### src/rtl/init_pulse_pkg.sv
package init_pulse_pkg;
  // Number of bits needed to hold a count from 0 to max_val inclusive
  function automatic int cnt_width(input int max_val);
    int w;
    w = 1;
    while ((1 << w) <= max_val) w++;
    return w;
  endfunction

  // Trigger source bit positions inside the edge detector vector
  localparam int SRC_INIT = 0;
  localparam int SRC_CORE = 1;
  localparam int NUM_SRC  = 2;
endpackage

### src/rtl/init_edge_det.sv
module init_edge_det #(
  parameter int WIDTH = 2
) (
  input  logic             clk,
  input  logic             rst,
  input  logic [WIDTH-1:0] level,
  output logic [WIDTH-1:0] rise
);
  logic [WIDTH-1:0] prev;

  generate
    for (genvar i = 0; i < WIDTH; i++) begin : g_bit
      // Tracks the level even in reset, so a bit held high through reset
      // gives no edge when reset is released
      always_ff @(posedge clk) begin
        prev[i] <= level[i];
      end
      assign rise[i] = level[i] & ~prev[i] & ~rst;


      hold_no_rise_chk: assert property (@(posedge clk) disable iff (rst)
        $past(level[i]) |-> !rise[i]);
    end
  endgenerate
endmodule

### src/rtl/init_pulse_timer.sv
module init_pulse_timer #(
  parameter int PULSE_LEN = 16
) (
  input  logic clk,
  input  logic rst,
  input  logic load,
  input  logic tick,
  output logic pulse_n
);
  import init_pulse_pkg::*;
  localparam int CNT_W = cnt_width(PULSE_LEN);
  localparam logic [CNT_W-1:0] LOAD_VAL = CNT_W'(PULSE_LEN);

  logic [CNT_W-1:0] cnt;

  always_ff @(posedge clk) begin
    if (rst) begin
      cnt     <= '0;
      pulse_n <= 1'b1;
    end else if (load) begin
      cnt     <= LOAD_VAL;
      pulse_n <= 1'b0;
    end else if (tick && cnt != '0) begin
      cnt     <= cnt - 1'b1;
      pulse_n <= (cnt == CNT_W'(1));
    end
  end


  load_full_chk: assert property (@(posedge clk) disable iff (rst)
    load |=> (cnt == LOAD_VAL) && !pulse_n);

  idle_hold_chk: assert property (@(posedge clk) disable iff (rst)
    (!load && !tick) |=> $stable(cnt) && $stable(pulse_n));

  low_while_count_chk: assert property (@(posedge clk) disable iff (rst)
    (cnt != '0) == !pulse_n);

  no_overrun_chk: assert property (@(posedge clk) disable iff (rst)
    cnt <= LOAD_VAL);
endmodule

### src/rtl/init_pulse_gen.sv
module init_pulse_gen #(
  parameter int PULSE_LEN = 16
) (
  input  logic clk,
  input  logic rst,
  input  logic pci_ce,
  input  logic init_req,
  input  logic core_rst,
  input  logic sys_rst_sel,
  output logic init_n
);
  import init_pulse_pkg::*;

  logic [NUM_SRC-1:0] src_level;
  logic [NUM_SRC-1:0] src_rise;
  logic               fire;

  assign src_level[SRC_INIT] = init_req;
  assign src_level[SRC_CORE] = core_rst;

  init_edge_det #(.WIDTH(NUM_SRC)) u_edge (
    .clk   (clk),
    .rst   (rst),
    .level (src_level),
    .rise  (src_rise)
  );

  assign fire = src_rise[SRC_INIT] | (src_rise[SRC_CORE] & ~sys_rst_sel);

  init_pulse_timer #(.PULSE_LEN(PULSE_LEN)) u_timer (
    .clk     (clk),
    .rst     (rst),
    .load    (fire),
    .tick    (pci_ce),
    .pulse_n (init_n)
  );


  reset_idle_chk: assert property (@(posedge clk) $fell(rst) |-> init_n);

  init_req_fire_chk: assert property (@(posedge clk) disable iff (rst)
    (init_req && !$past(init_req)) |=> !init_n);

  core_fire_chk: assert property (@(posedge clk) disable iff (rst)
    (core_rst && !$past(core_rst) && !sys_rst_sel) |=> !init_n);

  sel_block_chk: assert property (@(posedge clk) disable iff (rst)
    (init_n && !(init_req && !$past(init_req)) && sys_rst_sel) |=> init_n);
endmodule

### config.mk
export PLATFORM = sky130hd
export DESIGN_NAME = init_pulse_gen
export DESIGN_NICKNAME = d
export VERILOG_FILES = /design/src/rtl/init_pulse_pkg.sv /design/src/rtl/init_edge_det.sv /design/src/rtl/init_pulse_timer.sv /design/src/rtl/init_pulse_gen.sv
export SDC_FILE = /design/constraint.sdc
export NUM_CORES = 1
export LEC_CHECK = 0
export BUFFER_PORTS_ARGS = -buffer_cell sky130_fd_sc_hd__buf_4
export CAP_MARGIN = 15
export CORE_AREA = 2 2 39 41
export CTS_BUF_LIST = sky130_fd_sc_hd__clkbuf_8
export DETAILED_ROUTE_END_ITERATION = 6
export DIE_AREA = 0 0 41 43
export PLACE_DENSITY = 0.54
export SYNTH_ARGS = -nofsm -noshare
export SYNTH_HDL_FRONTEND = slang
export SYNTH_SLANG_ARGS = --single-unit
### constraint.sdc
create_clock -name clk -period 3.1 [get_ports clk]
set_clock_uncertainty 0.1 [all_clocks]
set_input_delay 0.465 -clock clk [delete_from_list [all_inputs] [get_ports clk]]
set_output_delay 0.465 -clock clk [all_outputs]
set_load 0.02 [all_outputs]
==> results.txt, run 1 <==
status: completed
Slew HR: 0.666
hold crit path type: in2reg
Yosys reg bits: 8
GR Util met2: 0.166
CP Buf/Inv Count: 1
final wirelength: 689 µm
number of global-route vias before repair: 319
routability-driven placement congestion ratio: 0.717
GR peak layer: met2
grt ovf: 0
crit path kind: reg2reg
routed len/inst: 11.1 µm
Initial Util: 0.263
Cells after DPL: 59
GRT Overall Usage: 0.110
fin. max-slew vios: 0
Synthesized Nets: 45
met1 usage: 0.104
CTS tree: done
fin crit period: 1670 ps
final std cells w/o fill: 62
Root Buffer: clkbuf_8
Nets: 56
cts bufs inserted: 3
Max Clk Rate: 0.597 GHz
clock-pin slew on the worst setup and hold paths: 40 ps
mean post-synth cell area: 9.84 µm²
hold depth: 1
I/O pins: 7
Area Growth Syn to Fin: 29.2%
drt first pass iters: 2
Ant. Diodes: 0
Ys Warns: 0
clock insertion delay at the later pin of the skew report: 230 ps
Slew @ Worst Pin: 494 ps
first-pass GRT wire length: 1210 µm
Max rail drop VDD: 0.278 mV
RSZ-0062 raised after global routing: false
critical path's top delay family: simple AND/OR/NAND/NOR gates
critical path depth: 5
r2r worst-path depth: 5
Crit path arrival time: 1730 ps
sequential fraction of the synthesis area: 0.440
core area: 0.00138 mm²
die area: 0.00176 mm²
Final Setup Violations: 0
slowest stage delay, CP: 470 ps
Cell variety after synth: 23
initial DRC count: 1
DRC: 0
postcts setup bufs: 0
input/output buffers: 6
post_cts resized: 0
share of cells above drive strength 1: 0.239
Startpoint Class: register
H-tree Lvls: 1
final hold violation count: 0
final period utilization: 0.540
Worst Setup End Kind: register
crit-path cells: inv_1 > ha_1 > nor4b_1 > or4_1 > a21oi_1
synthesized instance count: 37
Post-DRT Antenna Nets: 0
row cnt: 14
worst-path maximum fanout: 5
power density cells: 633 mW/mm²
max_cap viols: 0
hold buffers post-CTS: 0
dpl hpwl: 532 µm
WP data required: 3150 ps
drt via density: 5.13
clk buf depth: 2
CTS sink cnt: 8
met3 Use GR: 0.0314
Post-Syn Area: 364 µm²
Vias: 318
largest net degree at the start of global routing: 7
Die Wd: 41 µm
Total Neg Setup Slack: 0 ps
CP max-delay cell: or4_1
initial antenna violation count: 0
Die H: 43 µm
P_leak: 0.000187 µW
[layout by cell type (no fill, tap or decap), types with 2 or more instances in the layout]
| master | instances |
|---|---|
| a21oi_1 | 3 |
| buf_4 | 6 |
| clkbuf_8 | 3 |
| dfxtp_1 | 8 |
| ha_1 | 2 |
| inv_1 | 3 |
| nor3b_1 | 2 |
| o21ai_0 | 2 |
[layer usage]
metal,wire length [µm],vias to the layer above,share of wire
li1,-,160,-
met1,286,146,0.42
met2,335,8,0.49
met3,39,4,0.057
met4,28,0,0.041
met5,0,-,0
[cell usage after synthesis, drive strengths merged]
| cell type | count | area share |
|---|---|---|
| nand3 | 1 | 0.014 |
| xor2 | 1 | 0.024 |
| nor2 | 1 | 0.010 |
| a41oi | 1 | 0.024 |
| nor4b | 1 | 0.024 |
| dfxtp | 8 | 0.44 |
| o2111ai | 1 | 0.024 |
| inv | 3 | 0.031 |
| nor3b | 2 | 0.041 |
| or3 | 1 | 0.017 |
| o311ai | 1 | 0.024 |
| nand2b | 1 | 0.017 |
| ha | 2 | 0.069 |
| or4 | 1 | 0.021 |
| a21oi | 3 | 0.041 |
| a21bo | 1 | 0.027 |
| nand2 | 1 | 0.010 |
| or4b | 1 | 0.027 |
| a31oi | 1 | 0.017 |
| nand3b | 1 | 0.021 |
| a311oi | 1 | 0.024 |
| or3b | 1 | 0.024 |
| o21ai | 2 | 0.027 |
[registers in the layout, summed over array words and instances, names as in the netlist]
name / cells
u_timer.cnt: 5
u_timer.pulse_n: 1
u_edge.prev: 2
[worst paths after layout]
kind,start,endpoint,slack (ps)
worst max register to register,u_timer.cnt[0],u_timer.cnt[3],1430
worst max-delay path,u_timer.cnt[0],u_timer.cnt[3],1430
worst min-delay path,core_rst,u_edge.prev[1],240
worst min register to register,u_timer.pulse_n,u_timer.pulse_n,370
[layout make-up]
class,instances,area [µm²]
fill,155,913
multi-input combinational,26,193
sequential,8,160
timing repair buffer,6,45.0
clock buffer,3,41.3
tap,16,20.0
inverter,3,11.3
[through the flow]
step           power (µW)  utilization  setup slack [ps]  hold WS, ps  area (µm²)
2_1_floorplan         156            -              1580          376         364
3_3_place_gp          173        0.310              1490          381         429
3_5_place_dp          172        0.310              1420          377         429
4_1_cts               302        0.340              1400          239         470
5_1_grt               318        0.340              1320          239         470
6_report              298        0.340              1430          241         470
[cell families after synthesis]
| logic type | after synthesis | share of synthesized area |
|---|---|---|
| simple gates | 12 | 0.227 |
| compound gates | 11 | 0.210 |
| flops | 8 | 0.440 |
| buf+inv | 3 | 0.0309 |
| fa+ha+maj | 2 | 0.0687 |
| xor+xnor | 1 | 0.0241 |
[power breakdown]
part	switching, µW	internal [µW]	total [µW]
clock	43.6	84.3	128
combinational	24.9	25.6	50.5
sequential	7.04	112	119
Note: power is estimated with default switching activity, not from simulation.
==> inputs of run 2 (changes only) <==
==> constraint.sdc (replaced) <==
create_clock -name clk -period 1.6 [get_ports clk]
set_clock_uncertainty 0.1 [all_clocks]
set_input_delay 0.24 -clock clk [delete_from_list [all_inputs] [get_ports clk]]
set_output_delay 0.24 -clock clk [all_outputs]
set_load 0.02 [all_outputs]
==> run 2 against run 1 <==
Against the previous run: register-to-register slack got worse by 1400 ps; critical endpoint unchanged; first-iteration DRC count is the same; sequential cell count unchanged; final area is 9.8% higher; utilization up 3.3 points; power rose by 100%; cell count grew 4.8%; combinational power rose to 2.8 times the previous value.
==> results.txt, run 2 (synthesis results as in run 1) <==
I/O pins: 7
CTS tree: done
largest net degree at the start of global routing: 7
Total Neg Setup Slack: 0 ps
DP Worst Slack: 67.4 ps
Biggest register: u_timer.cnt
core area: 0.00138 mm²
crit path kind: reg2reg
multi-input logic area: 215 µm²
worst reg2reg path endpoint: u_timer.cnt[3]
clock-pin slew on the worst setup and hold paths: 40 ps
initial antenna violation count: 0
first-pass GRT wire length: 1230 µm
GRT Overall Usage: 0.104
WP data required: 1660 ps
Startpoint Class: register
met1 usage: 0.111
Layout fillers: 139
max reg flops: 5
CTS sink cnt: 8
routed len/inst: 11.3 µm
Crit path arrival time: 1600 ps
Slew @ Worst Pin: 385 ps
power density cells: 1180 mW/mm²
share of cells above drive strength 1: 0.408
Initial Util: 0.263
worst-path maximum fanout: 3
row cnt: 14
commonest non-fill, non-tap cells in the layout: 9 x buf_4, 7 x dfxtp_1, 3 x inv_1, 3 x clkbuf_8
hold path start: core_rst
clock insertion delay at the later pin of the skew report: 220 ps
routability-driven placement congestion ratio: 0.701
worst reg2reg startpoint: u_timer.cnt[0]
hold buffers post-CTS: 0
Die H: 43 µm
final wirelength: 736 µm
initial DRC count: 1
Nets: 59
Slew HR: 0.740
cts bufs inserted: 3
Post-DRT Antenna Nets: 0
die area: 0.00176 mm²
status: completed
Area Growth Syn to Fin: 41.9%
clk buf depth: 2
P_leak: 0.000205 µW
max_cap viols: 0
final worst slack: 62.7 ps
Worst Setup End Kind: register
Final Cell Area: 517 µm²
fin crit period: 1540 ps
sequential cell area: 161 µm²
Die Wd: 41 µm
Max rail drop VDD: 0.527 mV
GR peak layer: met2
hold slack: 22.4 ps
Post-DP Area: 452 µm²
dpl hpwl: 580 µm
commonest non-fill, non-tap cell in the layout: buf_4
fin. max-slew vios: 0
final period utilization: 0.961
Vias: 330
RSZ-0062 raised after global routing: true
DRC: 0
r2r worst-path depth: 4
H-tree Lvls: 1
number of global-route vias before repair: 320
largest registers: u_timer.cnt (5), u_edge.prev (2), u_timer.pulse_n (1)
drt first pass iters: 2
drt via density: 5.08
input/output buffers: 6
Root Buffer: clkbuf_8
hold crit path type: in2reg
Endpoint, Worst Hold: u_edge.prev[1]
final hold violation count: 0
met3 Use GR: 0.0524
hold depth: 1
Max Clk Rate: 0.650 GHz
GR Util met2: 0.166
Reg2Reg Setup Slack: 60 ps
grt ovf: 0
Ant. Diodes: 0
Final Setup Violations: 0
run 2: worst max-delay path, stage by stage (launching register included):
cell and delay [ps]:
dfxtp_2 310, buf_4 130, or3_4 330, or4_4 490, a21oi_2 110
run 2: layout make-up:
cell class,count,area share
clock buffer,3,0.0799
inverter,3,0.0218
multi-input combinational,26,0.416
sequential,8,0.312
tap,16,0.0387
timing repair buffer,9,0.131
run 2: routing by layer:
metal / vias up / routed length (µm)
li1: 167 / -
met1: 157 / 329
met2: 6 / 365
met3: 0 / 41
met4: 0 / 0
met5: - / 0
run 2: how the worst max path moves through the flow:
stage | end | slack [ps] | depth (start not counted) | startpoint
finish | u_timer.cnt[3] | 60 | 4 | u_timer.cnt[0]
global route | u_timer.cnt[1] | 20 | 4 | u_timer.cnt[1]
CTS | u_timer.cnt[3] | 50 | 5 | u_timer.cnt[0]
detailed placement | u_timer.cnt[3] | 70 | 5 | u_timer.cnt[0]
global placement | u_timer.cnt[1] | 80 | 4 | u_timer.cnt[0]
floorplan | u_timer.cnt[3] | 80 | 5 | u_timer.cnt[0]
run 2: timing repair:
| action | in CTS | in global routing |
|---|---|---|
| resized for setup | 0 | 6 |
| setup buffers | 0 | 0 |
| setup endpoints to repair | 0 | 2 |
run 2: stage by stage:
| step | power, µW | util | cells |
|---|---|---|---|
| 5_1_grt | 645 | 0.373 | 65 |
| 6_report | 610 | 0.373 | 65 |
| 4_1_cts | 596 | 0.356 | 65 |
| 2_1_floorplan | 302 | - | 37 |
| 3_5_place_dp | 354 | 0.326 | 62 |
| 3_3_place_gp | 354 | 0.326 | 62 |
run 2: power breakdown:
part	switching, µW	total, µW	internal [µW]
registers	15.1	233	218
logic	57.7	140	82.2
clock network	74.2	237	163
total	147	610	463
